===== config.mk =====
export PLATFORM = sky130hd
export DESIGN_NAME = lin_pwr_ctrl
export DESIGN_NICKNAME = d
export VERILOG_FILES = /design/src/rtl/lin_pwr_ctrl.sv
export SDC_FILE = /design/constraint.sdc
export NUM_CORES = 1
export LEC_CHECK = 0
export BUFFER_PORTS_ARGS = -buffer_cell sky130_fd_sc_hd__buf_2
export CAP_MARGIN = 20
export CORE_MARGIN = 1.5
export CORE_UTILIZATION = 55
export DETAILED_ROUTE_END_ITERATION = 7
export PLACE_DENSITY = 0.76
export SLEW_MARGIN = 20
export SYNTH_ARGS = -nofsm -noshare
export SYNTH_HDL_FRONTEND = slang
export SYNTH_SLANG_ARGS = --single-unit

===== constraint.sdc =====
create_clock -name clk -period 2.2 [get_ports clk]
set_input_delay 0.22 -clock clk [delete_from_list [all_inputs] [get_ports clk]]
set_output_delay 0.22 -clock clk [all_outputs]
set_load 0.02 [all_outputs]

===== src/rtl/lin_pwr_ctrl.sv =====
module lin_pwr_ctrl #(
  parameter int DEGLITCH_CYC = 2000,
  parameter int WAKE_CYC     = 8000
) (
  input  logic       clk,
  input  logic       rst_n,
  input  logic       sup_on_i,
  input  logic       sup_low_i,
  input  logic       reg_ok_i,
  input  logic       bus_low_i,
  input  logic       cs_i,
  input  logic       txd_i,
  input  logic       flt_therm_i,
  input  logic       flt_short_i,
  input  logic       flt_dom_i,
  output logic       reg_en_o,
  output logic       rx_en_o,
  output logic       tx_en_o,
  output logic       pullup_en_o,
  output logic       rst_o,
  output logic [2:0] mode_o
);
  localparam logic [2:0] M_POR = 3'd0, M_RDY = 3'd1, M_OPR = 3'd2,
                         M_TXO = 3'd3, M_PDN = 3'd4;
  localparam int DGW = $clog2(DEGLITCH_CYC + 1);
  localparam int WKW = $clog2(WAKE_CYC + 1);

  logic [2:0]     mode, mode_nx;
  logic           cs_q;
  logic [DGW-1:0] dg_cnt;
  logic [WKW-1:0] wk_cnt;

  wire fault  = flt_therm_i | flt_short_i | flt_dom_i | ~reg_ok_i;
  wire dg_arm = (mode == M_TXO) & ~cs_i & ~txd_i;
  wire dg_go  = dg_arm & (dg_cnt == DGW'(DEGLITCH_CYC - 1));
  wire wk_go  = (mode == M_PDN) & ~bus_low_i & (wk_cnt == WKW'(WAKE_CYC));

  always_comb begin
    mode_nx = mode;
    if (sup_low_i) mode_nx = M_POR;
    else begin
      case (mode)
        M_POR: if (sup_on_i) mode_nx = M_RDY;
        M_RDY: if (cs_i && reg_ok_i) begin
                 if (!txd_i) mode_nx = M_TXO;
                 else if (!fault) mode_nx = M_OPR;
               end
        M_OPR: if (fault || (cs_q && !cs_i)) mode_nx = M_TXO;
        M_TXO: if (cs_i && txd_i && !fault) mode_nx = M_OPR;
               else if (dg_go) mode_nx = M_PDN;
        M_PDN: if (cs_i || wk_go) mode_nx = M_RDY;
        default: mode_nx = M_POR;
      endcase
    end
  end

  always_ff @(posedge clk or negedge rst_n) begin
    if (!rst_n) begin
      mode   <= M_POR;
      cs_q   <= 1'b0;
      dg_cnt <= '0;
      wk_cnt <= '0;
    end else begin
      mode <= mode_nx;
      cs_q <= cs_i;
      if (dg_arm && !dg_go) dg_cnt <= dg_cnt + 1'b1;
      else                  dg_cnt <= '0;
      if (mode != M_PDN || !bus_low_i)      wk_cnt <= '0;
      else if (wk_cnt != WKW'(WAKE_CYC))    wk_cnt <= wk_cnt + 1'b1;
    end
  end

  assign mode_o      = mode;
  assign reg_en_o    = (mode == M_RDY) | (mode == M_OPR) | (mode == M_TXO);
  assign rx_en_o     = reg_en_o;
  assign pullup_en_o = (mode == M_OPR);
  assign tx_en_o     = pullup_en_o & ~fault;
  assign rst_o       = (mode != M_POR);

  assert_supdrop_R2: assert property (@(posedge clk) disable iff (!rst_n)
    sup_low_i |=> mode_o == M_POR);
  assert_porexit_R3: assert property (@(posedge clk) disable iff (!rst_n)
    (mode_o == M_RDY && $past(mode_o) == M_POR) |-> $past(sup_on_i));
  assert_operentry_R5: assert property (@(posedge clk) disable iff (!rst_n)
    (mode_o == M_OPR && $past(mode_o) != M_OPR) |-> ($past(cs_i) && $past(txd_i) && $past(reg_ok_i)));
  assert_pdentry_R8: assert property (@(posedge clk) disable iff (!rst_n)
    (mode_o == M_PDN && $past(mode_o) != M_PDN) |-> ($past(mode_o) == M_TXO && !$past(cs_i) && !$past(txd_i)));
  assert_txen_R9: assert property (@(posedge clk) disable iff (!rst_n)
    tx_en_o |-> (pullup_en_o && reg_ok_i && !flt_therm_i && !flt_short_i && !flt_dom_i));
endmodule


==> results of run 1 <==
cells by family (layout without fill, tap and decap cells):
logic type               after synthesis  after routing  synth area share, %
XOR/XNOR                              18             18                 10.7
buffers and inverters                 14             30                 3.90
multiplexers                           1              1                0.762
AND/OR/NAND/NOR                       77             77                 26.3
AO/OA/AOI/OAI                         17             17                 8.38
flip-flops                            28             28                 47.4
adder cells (fa/ha/maj)                3              3                 2.54
through the flow:
stage	power (mW)	cells	hold WS, ns
2_1_floorplan	0.731	158	-0.0756
3_3_place_gp	0.788	199	0.257
3_5_place_dp	0.794	199	0.263
4_1_cts	1.04	204	0.0464
5_1_grt	1.08	204	0.0453
6_report	1.03	204	0.0617
layer usage:
| layer | vias to the layer above | track usage [%] | wire (um) | share of wire (%) |
|---|---|---|---|---|
| li1 | 574 | - | - | - |
| met1 | 579 | 25.0 | 1220 | 45 |
| met2 | 29 | 31.5 | 1360 | 50 |
| met3 | 6 | 2.46 | 83 | 3.1 |
| met4 | 0 | 7.92 | 31 | 1.2 |
| met5 | - | 0 | 0 | 0 |
sequential cells by signal (all words and copies together), names as in the netlist:
name / cells
cs_q: 1
mode_o: 3
wk_cnt: 13
dg_cnt: 11
cell usage in the layout, fill, tap and decap left out, drive strengths merged, types with 2 or more instances in the layout:
cell and count:
a21o 2, a21oi 3, and3 4, buf 18, clkbuf 4, dfrtp 28
ha 3, inv 7, nand2 8, nand3 11, nand4 3, nor2 29
nor2b 3, nor3 4, nor3b 2, o2111ai 2, o21ai 3, or3 5
xnor2 10, xor2 8
power groups by stage:
| stage | combinational, mW | clock, mW | sequential [mW] |
|---|---|---|---|
| 2_1_floorplan | 0.173 | 0 | 0.557 |
| 3_3_place_gp | 0.222 | 0 | 0.566 |
| 3_5_place_dp | 0.227 | 0 | 0.567 |
| 4_1_cts | 0.229 | 0.253 | 0.557 |
| 5_1_grt | 0.251 | 0.267 | 0.563 |
| 6_report | 0.227 | 0.247 | 0.558 |
worst max-delay path: stages (launching register included):
cell,delay [ns]
dfrtp_1,0.43
or4b_1,0.51
or4_1,0.52
o2111ai_2,0.23
nand3_1,0.09
nand3_1,0.09
how the worst max path moves through the flow:
stage	to	slack, ns	cells past startpoint
2_1_floorplan	mode_o[0]	0.40	6
3_3_place_gp	mode_o[0]	0.35	5
3_5_place_dp	mode_o[2]	0.29	4
4_1_cts	mode_o[0]	0.27	5
5_1_grt	mode_o[0]	0.15	5
6_report	mode_o[0]	0.28	5
final cells by class:
type	count	area, um2	area share (%)
clock buffer	4	36.3	2.24
inverter	7	26.3	1.62
multi-input combinational	116	719	44.4
sequential	28	701	43.2
tap	30	37.5	2.32
timing repair buffer	19	100	6.18
==> results.md, run 1 <==
* Switching share of power at 31.1%
* Syn Std Cell Area at 0.00148 mm2
* Register area share after synthesis at 47.4%
* Layout area overhead at 9.65%
* Critical path arrival at 2.19 ns
* Worst R2R Setup Slack at 0.28 ns
* Final hold vios at 0
* DRC violations left at 0
* Worst Path Class, Setup: register to register
* Number of synthesis warnings at 0
* IO Pins at 19
* RSZ-0062 raised after global routing: false
* Routed wire length per instance at 13.2 um
* Die X at 54.8 um
* Pin count of the biggest net entering global routing at 29
* Post-synth EDFFs at 0
* Clock root cell: clkbuf_4
* Fin. max-slew vios at 0
* GR Overflow Total at 0
* Logic gate share of total power at 22.0%
* Area contributors post-synth: dfrtp_1 47%, nor2_1 7.4%, xnor2_1 5.9%
* Drt first pass iters at 4
* Vias per Instance at 5.82
* Vias in the first global route at 1006
* Net switching power at 321 uW
* Worst-Margin Slew at 0.598 ns
* Post-DP HPWL at 2020 um
* Total Routing Usage GR at 19.1%
* Fin crit period at 1.92 ns
* Placeable Area at 0.00250 mm2
* RR Endpoint: mode_o[0]
* Initial Utilization at 59.1%
* Final Cell Area at 0.00162 mm2
* Initial DRC Count at 31
* Worst Setup SP: wk_cnt[5]
* DIE AREA at 0.00301 mm2
* CTS Buffer Depth at 2
* Synth top cells by count: 29 x nor2_1, 28 x dfrtp_1, 11 x nand3_1
* Maxcap violations at 0
* Clock power share at 24.0%
* Async S/R FF share, synth at 100%
* Number of clock sinks at 28
* Vias at 1188
* Count leader, synth: nor2_1
* Fill count at 191
* Clock latency on the worst-skew pair at 0.32 ns
* Tcrit/Tclk final at 87.3%
* Leading area contributor after synthesis: dfrtp_1
* Peak supply drop at 0.668 mV
* Final Util at 64.8%
* Critical R2R Launch: wk_cnt[5]
* WHS Endpoint: cs_q
* P per Cell Area at 638 mW/mm2
* Antenna viol nets, final at 0
* Final wirelength at 2690 um
* Placement Setup Slack at 0.289 ns
* TritonCTS clock tree: built
* Sequential Power Share at 54.0%
* Number of buffers created by CTS at 3
* Leak at 0.691 nW
* Max H-tree Level at 1
* Worst Setup End Kind: register
* Syn Nets at 172
* Crit-path max FO at 5
* First-pass GRT wire length at 4140 um
* Height of the die at 54.8 um
* Top_reg_cell synth: dfrtp_1
* Synth top area share at 47.4%
* Port bufs at 18
* HP Class: primary input to register
* Avg Inst Size Synth at 9.35 um2
* Number of antenna violations at the first check in global routing at 0
* Finish-stage setup viols at 0
* CTS resizes at 0
* Num rows at 18
* Fin Setup TNS at 0 ns
* Post-synthesis cell type count at 38
* Fin nets at 189
* Gate Count Post-Synth at 158
* Worst Slack Setup Final at 0.278 ns
* Run status: complete, no violations
* RePlAce Congestion at 0.764
* Worst Skew at 0.00553 ns
* Yosys reg bits at 28
* Relative slew slack at 60.1%
* Worst path required time at 2.47 ns
* Hold_buf cts at 1
* Hold path depth at 1
* Startpoint types: register
* Area after DPL at 0.00157 mm2
* F_max at 520 MHz
* Reg clk slew, reported paths at 0.15 ns
* Share of layout cells above drive strength 1 at 14.4%
* Min-delay src: cs_i
* Int Pwr at 712 uW
* Post-CTS Setup Bufs at 0
* FF-to-FF path depth at 5
* ANT cells at 0
Power figures use the tool's default switching activity.
==> inputs of run 2 (changes only) <==
BUFFER_PORTS_ARGS = not set   (was -buffer_cell sky130_fd_sc_hd__buf_2)
CTS_CLUSTER_SIZE = 30   (was not set)
DONT_BUFFER_PORTS = 1   (was not set)
PLACE_DENSITY = 0.7   (was 0.76)
==> run 2 against run 1 <==
Net effect: first-iteration DRC count down 19%; die area unchanged; cell count down 6.9%; clock power down 18%; worst setup slack worse by 0.0051 ns; final area down 3.0%; global-route usage up 1.1 points; power down 6.8%; via count down 4.5%; maximum frequency down 0.26%; register-to-register slack about the same; largest cell class unchanged.
==> results.md, run 2 (synthesized netlist as in run 1, its figures left out) <==
* Final hold vios at 0 (unchanged)
* CTS Buffer Depth at 2 (unchanged)
* Reg clk slew, reported paths at 0.14 ns (was 0.15 ns)
* Fin crit period at 1.93 ns (was 1.92 ns)
* Fin nets at 176 (was 189)
* Peak supply drop at 0.553 mV (was 0.668 mV)
* Num rows at 18 (unchanged)
* Layout area overhead at 6.35% (was 9.65%)
* Worst path required time at 2.47 ns (about the same)
* Fin. max-slew vios at 0 (unchanged)
* Initial DRC Count at 25 (was 31)
* Worst Skew at 0.00434 ns (was 0.00553 ns)
* Worst Path Class, Setup: register to register (unchanged)
* Drt first pass iters at 4 (unchanged)
* F_max at 519 MHz (was 520 MHz)
* Relative slew slack at 56.1% (was 60.1%)
* GR Overflow Total at 0 (unchanged)
* Worst Setup End Kind: register (unchanged)
* Clock latency on the worst-skew pair at 0.32 ns (about the same)
* Worst-Margin Slew at 0.657 ns (was 0.598 ns)
* Biggest register: wk_cnt (unchanged)
* Max H-tree Level at 1 (unchanged)
* Tcrit/Tclk final at 87.6% (was 87.3%)
* Leak at 0.632 nW (was 0.691 nW)
* Vias in the first global route at 1065 (was 1006)
* Placeable Area at 0.00250 mm2 (unchanged)
* Clock root cell: clkbuf_4 (unchanged)
* Maxcap violations at 0 (unchanged)
* RSZ-0062 raised after global routing: false (unchanged)
* TritonCTS clock tree: built (unchanged)
* Post-DP HPWL at 1910 um (was 2020 um)
* Run status: complete, no violations (unchanged)
* Height of the die at 54.8 um (unchanged)
* Vias per Instance at 5.97 (was 5.82)
* Area after DPL at 0.00150 mm2 (was 0.00157 mm2)
* Number of antenna violations at the first check in global routing at 0 (unchanged)
* ANT cells at 0 (unchanged)
* Critical path arrival at 2.19 ns (about the same)
* First-pass GRT wire length at 4300 um (was 4140 um)
* DIE AREA at 0.00301 mm2 (unchanged)
* Finish-stage setup viols at 0 (unchanged)
* Pin count of the biggest net entering global routing at 29 (unchanged)
* Total Routing Usage GR at 20.2% (was 19.1%)
* Commonest non-fill, non-tap cell in the layout: nor2_1 (unchanged)
* Number of buffers created by CTS at 3 (unchanged)
* RePlAce Congestion at 0.718 (was 0.764)
* Routed wire length per instance at 14.4 um (was 13.2 um)
* Vias at 1134 (was 1188)
* Crit-path max FO at 5 (unchanged)
* Most frequent cells in the layout: 29 x nor2_1, 28 x dfrtp_1, 11 x nand3_1, 10 x xnor2_1 (was 29 x nor2_1, 28 x dfrtp_1, 18 x buf_2, 11 x nand3_1, 10 x xnor2_1)
* Startpoint types: register (unchanged)
* Post-CTS Setup Bufs at 0 (unchanged)
* Final wirelength at 2740 um (was 2690 um)
* Final Cell Area at 0.00157 mm2 (was 0.00162 mm2)
* Die X at 54.8 um (unchanged)
* DRC violations left at 0 (unchanged)
* P per Cell Area at 613 mW/mm2 (was 638 mW/mm2)
* IO Pins at 19 (unchanged)
* Fill count at 208 (was 191)
* Final Power at 963 uW (was 1.03 mW)
* Port bufs at 0 (was 18)
* Initial Utilization at 59.1% (unchanged)
* Share of layout cells above drive strength 1 at 5.63% (was 14.4%)
* Final Util at 62.9% (was 64.8%)
* Fin Setup TNS at 0 ns (unchanged)
* Number of clock sinks at 28 (unchanged)
* Antenna viol nets, final at 0 (unchanged)
* HP Class: primary input to register (unchanged)
* Max FFs per register at 13 (unchanged)
==> run 2: cell types whose count changed in the layout (fill, tap and decap cells not counted), sizes merged <==
cell         previous run  this run
buf                    18         3
dlygate4sd3             1         3
clkbuf                  4         3
==> run 2: worst max-delay path: stages, from the launching register on <==
cell and delay (ns):
dfrtp_1 0.43, or4b_1 0.50, or4_1 0.52, o2111ai_2 0.24
nand3_1 0.10, nand3_1 0.09
==> run 2: path summary, 6_finish.rpt <==
check | end | slack (ns) | startpoint | cells after the start
setup / recovery | mode_o[0] | 0.27 | wk_cnt[5] | 5
hold / removal | mode_o[0] | 0.09 | sup_low_i | 3
setup reg to reg | mode_o[0] | 0.27 | wk_cnt[5] | 5
hold reg to reg | dg_cnt[0] | 0.47 | dg_cnt[0] | 1
max in group asynchronous | dg_cnt[7] | 1.72 | rst_n | 2
min in group asynchronous | wk_cnt[2] | 0.32 | rst_n | 2
==> run 2: per-layer routing <==
| layer | vias to the layer above | share of wire (%) | wire, um | GRT usage, % |
|---|---|---|---|---|
| met4 | 0 | 0.88 | 24 | 10.0 |
| met2 | 24 | 51 | 1390 | 34.1 |
| met5 | - | 0 | 0 | 0 |
| met3 | 4 | 3.0 | 81 | 2.73 |
| li1 | 551 | - | - | - |
| met1 | 555 | 46 | 1250 | 25.0 |
==> run 2: timing repair <==
action                                 4_1_cts  5_1_grt
endpoints found under the hold margin       31        0
hold buffers                                 4        0
resized for setup                            0        0
==> run 2: layout make-up <==
class / instances / area (um2) / area share, %
clock buffers: 3 / 22.5 / 1.43
inverters: 7 / 26.3 / 1.67
multi-input cells: 116 / 719 / 45.8
flip-flops and latches: 28 / 701 / 44.6
well taps: 30 / 37.5 / 2.39
repair buffers: 6 / 65.1 / 4.14
==> run 2: report_power, final <==
part	leakage (nW)	switching, mW	internal (mW)
logic	0.230	0.118	0.0670
registers	0.388	0.0488	0.527
clock network	0.0138	0.138	0.0641
==> run 2: stage by stage <==
stage	setup WS [ns]	hold WS, ns	cells
finish	0.273	0.0906	190
global route	0.213	0.0718	190
CTS	0.266	0.0835	190
detailed placement	0.290	-0.0749	183
global placement	0.355	-0.0750	183
floorplan	0.404	-0.0756	158
